$ cat config.mk
export PLATFORM = sky130hd
export DESIGN_NAME = convq_sequencer
export DESIGN_NICKNAME = d
export VERILOG_FILES = /design/src/rtl/convq_pkg.sv /design/src/rtl/convq_interval_timer.sv /design/src/rtl/convq_queue_fsm.sv /design/src/rtl/convq_sequencer.sv
export SDC_FILE = /design/constraint.sdc
export NUM_CORES = 1
export LEC_CHECK = 0
export BUFFER_PORTS_ARGS = -buffer_cell sky130_fd_sc_hd__buf_2
export CAP_MARGIN = 10
export CORE_MARGIN = 1
export CORE_UTILIZATION = 50
export DETAILED_ROUTE_END_ITERATION = 16
export PLACE_DENSITY = 0.77
export SKIP_CTS_REPAIR_TIMING = 1
export SKIP_LAST_GASP = 1
export SLEW_MARGIN = 30
export SYNTH_ARGS = -nofsm -noshare
export SYNTH_HDL_FRONTEND = slang
export SYNTH_SLANG_ARGS = --single-unit
$ cat constraint.sdc
create_clock -name clk -period 4.1 [get_ports clk]
set_input_delay 0 -clock clk [delete_from_list [all_inputs] [get_ports clk]]
set_output_delay 0 -clock clk [all_outputs]
set_load 0.1 [all_outputs]
$ cat src/rtl/convq_pkg.sv
package convq_pkg;

   typedef enum logic [1:0] {
      QS_IDLE  = 2'd0,
      QS_RUN   = 2'd1,
      QS_CONV  = 2'd2,
      QS_PAUSE = 2'd3
   } qstate_e;

   localparam int NUM_Q = 2;

endpackage

$ cat src/rtl/convq_interval_timer.sv
module convq_interval_timer #(
   parameter int BASE_DIV = 128,
   parameter int MAX_SEL  = 10,
   parameter int SEL_W    = 4
) (
   input  logic             clk,
   input  logic             rst_n,
   input  logic             active,
   input  logic [SEL_W-1:0] sel,
   output logic             tick
);
   localparam int BASE_LOG = $clog2(BASE_DIV);
   localparam int CNT_W    = BASE_LOG + MAX_SEL;
   localparam logic [CNT_W:0] BASE_V = (CNT_W+1)'(BASE_DIV);
   localparam logic [SEL_W-1:0] SEL_CAP = SEL_W'(MAX_SEL);

   if (BASE_DIV != (1 << BASE_LOG)) begin : g_chk_base
      $error("BASE_DIV must be a power of two");
   end
   if (MAX_SEL >= (1 << SEL_W)) begin : g_chk_sel
      $error("MAX_SEL does not fit in SEL_W bits");
   end

   logic [SEL_W-1:0] sel_c;
   logic [CNT_W:0]   limit;
   logic [CNT_W-1:0] count;
   logic             at_end;

   // Select values beyond the largest interval are clamped to it.
   assign sel_c  = (sel > SEL_CAP) ? SEL_CAP : sel;
   assign limit  = BASE_V << sel_c;
   assign at_end = ({1'b0, count} == (limit - 1'b1));

   always_ff @(posedge clk) begin
      if (!rst_n) begin
         count <= '0;
         tick  <= 1'b0;
      end else if (!active) begin
         count <= '0;
         tick  <= 1'b0;
      end else if (at_end) begin
         count <= '0;
         tick  <= 1'b1;
      end else begin
         count <= count + 1'b1;
         tick  <= 1'b0;
      end
   end

   // the timer is held cleared while no timer-mode queue is armed
   a_r7_idle_cleared: assert property (@(posedge clk) disable iff (!rst_n)
      !active |=> (count == '0) && !tick);

   // a trigger only follows a cycle in which counting was enabled
   a_r2_tick_needs_active: assert property (@(posedge clk) disable iff (!rst_n)
      tick |-> $past(active));

endmodule

$ cat src/rtl/convq_queue_fsm.sv
module convq_queue_fsm
   import convq_pkg::*;
#(
   parameter int IDX_W  = 6,
   parameter int CHAN_W = 6
) (
   input  logic              clk,
   input  logic              rst_n,
   input  logic              mode_timer,
   input  logic              gate_open,
   input  logic              ss_set,
   input  logic              pause_clr,
   input  logic              ovr_clr,
   input  logic              trig,
   input  logic [IDX_W-1:0]  start_idx,
   input  logic              entry_pause,
   input  logic [CHAN_W-1:0] entry_chan,
   input  logic              grant,
   input  logic              done,
   output logic [IDX_W-1:0]  rd_idx,
   output logic              want,
   output logic              in_conv,
   output logic              ss_en,
   output logic              pause_flag,
   output logic              ovr_flag,
   output logic [IDX_W-1:0]  last_idx
);
   localparam logic [CHAN_W-1:0] EOQ_CODE = {CHAN_W{1'b1}};

   if (IDX_W < 1 || CHAN_W < 1) begin : g_chk_w
      $error("queue widths must be positive");
   end

   qstate_e        state;
   logic [IDX_W:0] idx;
   logic           entry_eoq;
   logic           gate_stop;
   logic           running;

   assign entry_eoq = idx[IDX_W] || (entry_chan == EOQ_CODE);
   assign gate_stop = !mode_timer && !gate_open;
   assign running   = (state == QS_RUN) || (state == QS_CONV);
   assign want      = (state == QS_RUN) && !entry_eoq && !gate_stop;
   assign in_conv   = (state == QS_CONV);
   assign rd_idx    = idx[IDX_W-1:0];

   always_ff @(posedge clk) begin
      if (!rst_n) begin
         state      <= QS_IDLE;
         idx        <= '0;
         ss_en      <= 1'b0;
         pause_flag <= 1'b0;
         ovr_flag   <= 1'b0;
         last_idx   <= '0;
      end else begin
         if (pause_clr) pause_flag <= 1'b0;
         if (ovr_clr)   ovr_flag   <= 1'b0;
         if (ss_set)    ss_en      <= 1'b1;
         if (trig && mode_timer && running) ovr_flag <= 1'b1;

         unique case (state)
            QS_IDLE: begin
               if (ss_en && (mode_timer ? trig : gate_open)) begin
                  state <= QS_RUN;
                  idx   <= {1'b0, start_idx};
               end
            end
            QS_RUN: begin
               if (gate_stop) begin
                  state      <= QS_IDLE;
                  ss_en      <= 1'b0;
                  pause_flag <= 1'b1;
               end else if (entry_eoq) begin
                  state <= QS_IDLE;
                  ss_en <= 1'b0;
               end else if (grant) begin
                  state <= QS_CONV;
               end
            end
            QS_CONV: begin
               if (done) begin
                  last_idx <= idx[IDX_W-1:0];
                  if (mode_timer && entry_pause) begin
                     state      <= QS_PAUSE;
                     pause_flag <= 1'b1;
                  end else if (gate_stop) begin
                     state      <= QS_IDLE;
                     ss_en      <= 1'b0;
                     pause_flag <= 1'b1;
                  end else begin
                     state <= QS_RUN;
                     idx   <= idx + 1'b1;
                  end
               end
            end
            QS_PAUSE: begin
               if (trig) begin
                  state <= QS_RUN;
                  idx   <= idx + 1'b1;
               end
            end
            default: state <= QS_IDLE;
         endcase
      end
   end

   // an end entry leaves the queue idle with its enable dropped
   a_r5_eoq_ends: assert property (@(posedge clk) disable iff (!rst_n)
      (state == QS_RUN && entry_eoq && !gate_stop) |=> (!ss_en && state == QS_IDLE));

   // a closed gate between conversions stops the scan and flags it
   a_r8_gate_stop: assert property (@(posedge clk) disable iff (!rst_n)
      (state == QS_RUN && gate_stop) |=> (!ss_en && pause_flag));

   // a trigger while busy is recorded as overrun
   a_r6_overrun: assert property (@(posedge clk) disable iff (!rst_n)
      (trig && mode_timer && running) |=> ovr_flag);

   // a paused queue waits for the next trigger
   a_r4_pause_wait: assert property (@(posedge clk) disable iff (!rst_n)
      (state == QS_PAUSE && !trig) |=> (state == QS_PAUSE));

   // a conversion in progress is held until done
   a_r12_conv_hold: assert property (@(posedge clk) disable iff (!rst_n)
      (state == QS_CONV && !done) |=> (state == QS_CONV));

endmodule

$ cat src/rtl/convq_sequencer.sv
module convq_sequencer
   import convq_pkg::*;
#(
   parameter int IDX_W    = 6,
   parameter int CHAN_W   = 6,
   parameter int SEL_W    = 4,
   parameter int BASE_DIV = 128,
   parameter int MAX_SEL  = 10
) (
   input  logic              clk,
   input  logic              rst_n,
   input  logic [SEL_W-1:0]  ivl_sel,
   input  logic [1:0]        q_timer_mode,
   input  logic [1:0]        q_gate,
   input  logic [1:0]        q_scan_set,
   input  logic [1:0]        q_pause_clr,
   input  logic [1:0]        q_ovr_clr,
   input  logic [IDX_W-1:0]  q2_first,
   output logic [IDX_W-1:0]  tbl_addr_q1,
   input  logic [CHAN_W:0]   tbl_data_q1,
   output logic [IDX_W-1:0]  tbl_addr_q2,
   input  logic [CHAN_W:0]   tbl_data_q2,
   output logic              conv_req,
   output logic [CHAN_W-1:0] conv_chan,
   output logic              conv_qsel,
   input  logic              conv_done,
   output logic [1:0]        q_scan_en,
   output logic [1:0]        q_pause_flag,
   output logic [1:0]        q_ovr_flag,
   output logic [IDX_W-1:0]  q1_last_idx,
   output logic [IDX_W-1:0]  q2_last_idx
);
   localparam int CMD_W = CHAN_W + 1;

   logic [CMD_W-1:0] entry   [NUM_Q];
   logic [IDX_W-1:0] rd_idx  [NUM_Q];
   logic [IDX_W-1:0] last    [NUM_Q];
   logic [NUM_Q-1:0] want;
   logic [NUM_Q-1:0] in_conv;
   logic [NUM_Q-1:0] grant;
   logic [NUM_Q-1:0] done_q;
   logic             any_conv;
   logic             timer_active;
   logic             tick;

   assign entry[0] = tbl_data_q1;
   assign entry[1] = tbl_data_q2;
   assign tbl_addr_q1 = rd_idx[0];
   assign tbl_addr_q2 = rd_idx[1];
   assign q1_last_idx = last[0];
   assign q2_last_idx = last[1];

   assign timer_active = |(q_scan_en & q_timer_mode);

   convq_interval_timer #(
      .BASE_DIV (BASE_DIV),
      .MAX_SEL  (MAX_SEL),
      .SEL_W    (SEL_W)
   ) u_timer (
      .clk    (clk),
      .rst_n  (rst_n),
      .active (timer_active),
      .sel    (ivl_sel),
      .tick   (tick)
   );

   // Fixed priority: queue 1 first, one conversion at a time.
   assign any_conv = |in_conv;
   assign grant[0] = want[0] && !any_conv;
   assign grant[1] = want[1] && !want[0] && !any_conv;
   assign done_q   = in_conv & {NUM_Q{conv_done}};

   for (genvar gi = 0; gi < NUM_Q; gi++) begin : g_q
      convq_queue_fsm #(
         .IDX_W  (IDX_W),
         .CHAN_W (CHAN_W)
      ) u_q (
         .clk         (clk),
         .rst_n       (rst_n),
         .mode_timer  (q_timer_mode[gi]),
         .gate_open   (q_gate[gi]),
         .ss_set      (q_scan_set[gi]),
         .pause_clr   (q_pause_clr[gi]),
         .ovr_clr     (q_ovr_clr[gi]),
         .trig        (tick),
         .start_idx   ((gi == 0) ? {IDX_W{1'b0}} : q2_first),
         .entry_pause (entry[gi][CMD_W-1]),
         .entry_chan  (entry[gi][CHAN_W-1:0]),
         .grant       (grant[gi]),
         .done        (done_q[gi]),
         .rd_idx      (rd_idx[gi]),
         .want        (want[gi]),
         .in_conv     (in_conv[gi]),
         .ss_en       (q_scan_en[gi]),
         .pause_flag  (q_pause_flag[gi]),
         .ovr_flag    (q_ovr_flag[gi]),
         .last_idx    (last[gi])
      );
   end

   assign conv_req  = any_conv;
   assign conv_qsel = in_conv[1];
   assign conv_chan = in_conv[1] ? entry[1][CHAN_W-1:0] : entry[0][CHAN_W-1:0];

   // the two queues never convert at once
   a_r10_single_conv: assert property (@(posedge clk) disable iff (!rst_n)
      !(in_conv[0] && in_conv[1]));

   // on a tie queue 1 takes the converter
   a_r10_q1_first: assert property (@(posedge clk) disable iff (!rst_n)
      (want[0] && want[1] && !conv_req) |=> (conv_req && !conv_qsel));

   // request and channel stay put until done
   a_r12_req_stable: assert property (@(posedge clk) disable iff (!rst_n)
      (conv_req && !conv_done) |=> (conv_req && $stable(conv_chan)));

endmodule

After elaboration in Yosys (flattened, before gate mapping)
Cells that the tools add are included.
{"block": "word_totals", "ff_bits": 54, "latch_bits": 0, "ram_bits": 0, "romBits": 0, "in_bits": 37, "output_inout_bits": 38, "word_cells": 154, "n_memories": 0}
{"block": "classes", "add_sub_neg": 4, "multipliers": 0, "div_mod_pow": 0, "order_cmp": 1, "n_eq_ne": 21, "shifts": 1, "mux": 62, "bitwise": 4, "n_reduce_logical": 47}
{"cell": "7-bit two-way mux", "n": 10}
{"cell": "7-bit one-hot mux with 3 select lines", "n": 2}
{"cell": "1-bit two-way mux", "n": 29}
{"cell": "2-bit two-way mux", "n": 13}
{"cell": "17-bit by 18-bit == test with 1-bit output", "n": 1}
{"cell": "8-bit by 4-bit left shift with 18-bit output, first input constant", "n": 1}
{"cell": "18-bit by 1-bit subtractor with 18-bit output, second input constant", "n": 1}
{"cell": "17-bit by 1-bit adder with 17-bit output, second input constant", "n": 1}
{"cell": "1-bit logical AND", "n": 17}
{"cell": "2-bit one-hot mux with 4 select lines", "n": 2}
{"cell": "7-bit by 1-bit adder with 7-bit output, second input constant", "n": 2}
{"cell": "2-bit inequality test, second input constant", "n": 7}
{"cell": "6-bit == test, second input constant", "n": 2}
{"cell": "6-bit AND reduction", "n": 2}
{"cell": "1-bit logical NOT", "n": 10}
{"cell": "2-bit == test, second input constant", "n": 4}
{"cell": "4-bit by 1-bit inequality test with 1-bit output, second input constant", "n": 2}
{"cell": "1-bit one-hot mux with 2 select lines", "n": 4}
{"cell": "4-bit AND reduction", "n": 2}
{"cell": "6-bit two-way mux", "n": 1}
{"cell": "2-bit by 1-bit inequality test with 1-bit output, second input constant", "n": 3}
{"cell": "2-bit AND reduction", "n": 3}
{"cell": "3-bit nonzero test", "n": 2}
{"cell": "2-bit bitwise AND", "n": 2}
{"cell": "other kinds (9)", "n": 17}

Longest topological paths before layout
{"block": "depth", "ltp_word": 12, "depth_mapped": 10, "depth_no_buf": 8}

Modules after synthesis
A second synthesis with hierarchy kept.
{"block": "unflattened", "cells_unflattened": 428, "area_unflattened_um2": 3495.9}
{"module": "convq_interval_timer", "n_inst": 1, "cells_per_inst": 142, "area_per_inst_um2": 1206.2, "seq_area_each_um2": 360.3}
{"module": "convq_queue_fsm at g_q[0].u_q", "n_inst": 1, "cells_per_inst": 136, "area_per_inst_um2": 1106.1, "seq_area_each_um2": 360.3}
{"module": "convq_queue_fsm at g_q[1].u_q", "n_inst": 1, "cells_per_inst": 136, "area_per_inst_um2": 1027.2, "seq_area_each_um2": 360.3}
{"module": "convq_sequencer", "n_inst": 1, "cells_per_inst": 14, "area_per_inst_um2": 156.4, "seq_area_each_um2": 0.0}

Worst setup path before layout
Ideal clock, no wire load.
{"block": "synth_timing", "path_type": "register -> output", "startpoint": "reg g_q[1].u_q.state[0]", "endpoint": "out conv_chan[2]", "t_arrival_ns": 2.490, "required_time_ns": 4.100, "slack_ns": 1.610, "stages_incl_launch_ff": 6, "path_buffers": 2, "cell_sequence": "dfxtp_1 -> inv_1 -> ha_1 -> buf_1 -> clkbuf_1 -> mux2_2"}
{"block": "synth_between", "elab_chain_cells": 2}
{"element": "from (decl)", "line": "convq_queue_fsm.sv:34", "text": "qstate_e state;"}
{"element": "from (signal assigned)", "line": "convq_queue_fsm.sv:49", "text": "state <= QS_IDLE;"}
{"element": "from (signal assigned)", "line": "convq_queue_fsm.sv:64", "text": "state <= QS_RUN;"}
{"element": "from (signal assigned)", "line": "convq_queue_fsm.sv:70", "text": "state <= QS_IDLE;"}
{"element": "2-bit == test", "line": "convq_queue_fsm.sv:44", "text": "assign in_conv = (state == QS_CONV);"}
{"element": "net conv_qsel", "line": "convq_sequencer.sv:25", "text": "output logic conv_qsel,"}
{"element": "6-bit two-way mux", "line": "convq_sequencer.sv:103", "text": "assign conv_chan = in_conv[1] ? entry[1][CHAN_W-1:0] : entry[0][CHAN_W-1:0];"}
{"element": "to (decl)", "line": "convq_sequencer.sv:24", "text": "output logic [CHAN_W-1:0] conv_chan,"}
The timed path passes the listed nets, and every way through them passes these cells.

Worst setup path in the final report
{"block": "layout_timing", "startpoint": "reg g_q[1].u_q.state[0]", "endpoint": "reg g_q[1].u_q.idx[6]"}
{"block": "layout_between", "elab_chain_cells": 4, "elab_cells_between_ends": 12, "cone_classes": "eq/ne (7); mux (1); bitwise (1); reduce/logical (3)"}
{"element": "2-bit == test", "line": "convq_queue_fsm.sv:44, convq_queue_fsm.sv:61"}
{"element": "2-bit bitwise AND", "line": "convq_sequencer.sv:71", "text": "assign done_q = in_conv & {NUM_Q{conv_done}};"}
{"element": "2-bit by 1-bit inequality test with 1-bit output (no line)"}
{"element": "6-bit AND reduction (no line)"}
{"element": "to (signal assigned)", "line": "convq_queue_fsm.sv:65", "text": "idx <= {1'b0, start_idx};"}
{"element": "to (signal assigned)", "line": "convq_queue_fsm.sv:92", "text": "idx <= idx + 1'b1;"}
{"element": "to (signal assigned)", "line": "convq_queue_fsm.sv:99", "text": "idx <= idx + 1'b1;"}
{"element": "to (decl)", "line": "convq_queue_fsm.sv:35", "text": "logic [IDX_W:0] idx;"}
Several ways; a longest one is shown, not always the timed one.
A chain may end at the register's enable or synchronous reset.

==> results.md <==
- Peak VDD IR: 188 uV
- DRT iter0 DRCs: 163
- Clk root buf: clkbuf_8
- Post-DP HPWL: 5330 um
- Dominant cell type by area after synthesis: dfxtp_1
- Buffers plus inverters on the worst setup path: 1
- Worst slew margin relative to its limit: 0.456
- CP startpoint kind: register
- Antenna violations before repair: 0
- Crit path kind: register to register
- Chip width: roughly 80 um
- Maxcap violations: 0
- Maximum number of pins on one net before global-route repair: 27
- Worst path depth: 7
- Pwr/cell area: 313 nW/um2
- Yosys cell types: 60
- CP max FO: 23
- Violated checks: hold timing
- CP Data Required Time: 4.34 ns
- Mapped cell area: ~3200 um2
- Setup violators final: 0
- FF/Latch Area: approximately 1100 um2
- Die height: ~82 um
- Final hold vios: 1
- Multi-input gate area in the final layout: between 1500 and 2000 um2
- I/O Pins: 75
- Seq pwr share: 0.492
- Worst-case clock buffer depth: 2
- Grt ovf: 0
- CP Data Arrival Time: 2.78 ns
- Int Pwr: 0.000745 W
- H-tree levels: 2
- Share of layout cells above drive strength 1: 0.217
- Slowest CP cell: or4_1
- TritonCTS clock tree: built
- Final TNS setup: 0 ns
- Final WS setup: 1.56 ns
- GPL Wtd Cong: 0.885
- Top post-synthesis cells by area: dfxtp_1, a21oi_1, ha_1, nand2_1, buf_4
- Top-area cell type share of the netlist area: 0.340
- Clk_lat worst skew: about 0.32 ns
- Cells after Synth: 397
- Final nets: 494
- Net switching fraction of the power: 0.336
- Clock sink count: 54
- Vias in the first global route: 2,610
- Finished Cell Area: 3580 um2
- Layout area overhead: 12.6%
- Synth Register Bits: 54
- F_max: 0.394 GHz
- Min Hold Slack: -0.00177 ns
- RSZ-0062 raised after global routing: false
- Count of buffers from port buffering: between 70 and 80
- Clock power frac: 0.291
- WL/cell: 14.1 um
- Leak Pwr: 1.41 nW
- DR pass1 iterations: 4
- CTS Buf Count: 5
- Sequential element share of the synthesized area: 0.340
- Comb power frac: 0.217
- First-pass GRT wire length: 11,700 um
- Rows: 28
- CP top delay family: simple AND/OR/NAND/NOR gates
- Die area: 6680 um2
- Critical path, cell by cell: inv_1 > ha_1 > nand2b_1 > o221ai_2 > a211o_1 > or4_1 > o22ai_1
- DP Worst Slack: 1.61 ns
- Status: finished, violations left
- Worst path max stage delay: about 0.55 ns
- Reg2reg path depth: 7
- Period utilization: 0.620
- Initial Util: 0.528
- HP Class: input port to register
- Mean post-synth cell area: 8.01 um2
- Ys Warns: 0
- Switching power: 0.000377 W
- Mapped Nets: around 450
- Final total power: about 0.0011 W
- Worst-path clk slew: 0.11 ns
- Worst Skew: 0.00765 ns
- Residual DRC: 0
- Diode count: 0
- Total track usage: 0.223
- Ys async rst share: 0
- Ys flop type: dfxtp_1
- Hold Crit Depth: 4
- DP Area: 3430 um2
- Slew Limit Fails: 0
- Post-synth EDFFs: 0
- Final Critical Period: 2.54 ns
- Core area: 6030 um2
- Post-route ant nets: 0
- DR vias: 3,048
- Worst setup EP type: register
- Post-Route Utilization: 0.594
- Via-to-Cell Ratio: approximately 5.9
- FILL cells: 555
- Post-Route WL: 7360 um
- Slew at the pin closest to its max-slew limit: 0.816 ns
[cells in the mapped netlist, types with 2 or more instances]
cell,number
clkbuf_1,13
a31oi_1,3
or3_1,3
a21oi_1,34
nand2b_1,7
o21ai_0,9
mux2_2,6
o32ai_1,3
o2111ai_1,2
o21a_1,2
nand2_1,39
xnor2_1,13
and4_1,2
nand4_1,10
ha_1,12
o22ai_1,2
mux2i_1,5
buf_4,19
o221ai_1,2
nor3_1,10
o21bai_1,3
o211ai_1,3
nor4_1,4
and3_1,3
nand4b_1,2
dfxtp_1,54
inv_1,15
nor2b_1,4
nor2_1,37
nand3_1,28
or2_2,4
buf_2,5
xor2_1,10
a211oi_1,3
[cell families (layout without fill, tap and decap cells)]
logic type	Yosys count	after routing	synth area share
AO/OA/AOI/OAI	84	84	0.180
XOR/XNOR	23	23	0.0634
adder cells (fa/ha/maj)	12	12	0.0472
buffers and inverters	54	103	0.0882
flip-flops	54	54	0.340
multiplexers	11	11	0.0370
AND/OR/NAND/NOR	159	159	0.244
[final timing paths]
check                         startpoint                     end  slack (ns)
hold reg to reg   g_q[0].u_q.last_idx[0]  g_q[0].u_q.last_idx[0]        0.46
hold / removal            q_pause_clr[0]   g_q[0].u_q.pause_flag      -0.002
setup / recovery     g_q[1].u_q.state[0]       g_q[1].u_q.idx[6]        1.56
setup reg to reg     g_q[1].u_q.state[0]       g_q[1].u_q.idx[6]        1.56
[worst reg2reg max path, stage by stage (launching register included)]
cell	delay, ns
dfxtp_1	0.41
inv_1	0.08
ha_1	0.48
nand2b_1	0.21
o221ai_2	0.13
a211o_1	0.46
or4_1	0.55
o22ai_1	0.15
[layout make-up]
type / instances / area share
Timing Repair Buffer: 79 / 0.117
Sequential cell: 54 / 0.302
Clock inverter: 2 / 0.00454
Inverter: 16 / 0.0168
Clock buffer: 6 / 0.0231
Tap cell: 75 / 0.0262
Multi-Input combinational cell: 289 / 0.510
[layer usage]
layer | part of all wire | up-vias | GRT usage
met5 | 0 | - | 0
met4 | 0.0080 | 0 | 0.0596
met3 | 0.060 | 9 | 0.0533
met2 | 0.47 | 102 | 0.367
met1 | 0.46 | 1451 | 0.291
li1 | - | 1486 | -
[placed cells by master (no fill, tap or decap), types with 4 or more instances in the layout]
cell / count
mux2_2: 6
xor2_1: 10
buf_2: 74
nand2_1: 39
mux2i_1: 5
dlygate4sd3_1: 5
or2_2: 4
xnor2_1: 13
nand3_1: 28
nor4_1: 4
nand2b_1: 7
o21ai_0: 9
a21oi_1: 34
dfxtp_1: 54
nor3_1: 10
nor2_1: 37
nand4_1: 10
clkbuf_8: 6
ha_1: 12
nor2b_1: 4
inv_1: 15
[sequential cells by signal (all words and copies together), names as in the netlist]
name                count
g_q.u_q.ovr_flag        2
u_timer.tick            1
g_q.u_q.state           4
g_q.u_q.idx            14
g_q.u_q.ss_en           2
g_q.u_q.pause_flag      2
u_timer.count          17
g_q.u_q.last_idx       12
[stage by stage]
| stage | cells | hold slack [ns] |
|---|---|---|
| final | 521 | -0.00177 |
| after global routing | 521 | 0.00692 |
| after CTS | 516 | -0.0685 |
| after detailed placement | 508 | 0.277 |
| after global placement | 508 | 0.263 |
| after floorplan | 397 | 0.152 |
[power groups by stage]
stage | combinational [W] | sequential [W] | clock (W)
global route | 0.000260 | 0.000554 | 0.000358
detailed placement | 0.000238 | 0.000563 | 0
global placement | 0.000233 | 0.000563 | 0
finish | 0.000244 | 0.000552 | 0.000327
floorplan | 0.000199 | 0.000559 | 0
CTS | 0.000239 | 0.000552 | 0.000334
Note: power is estimated with default switching activity, not from simulation.
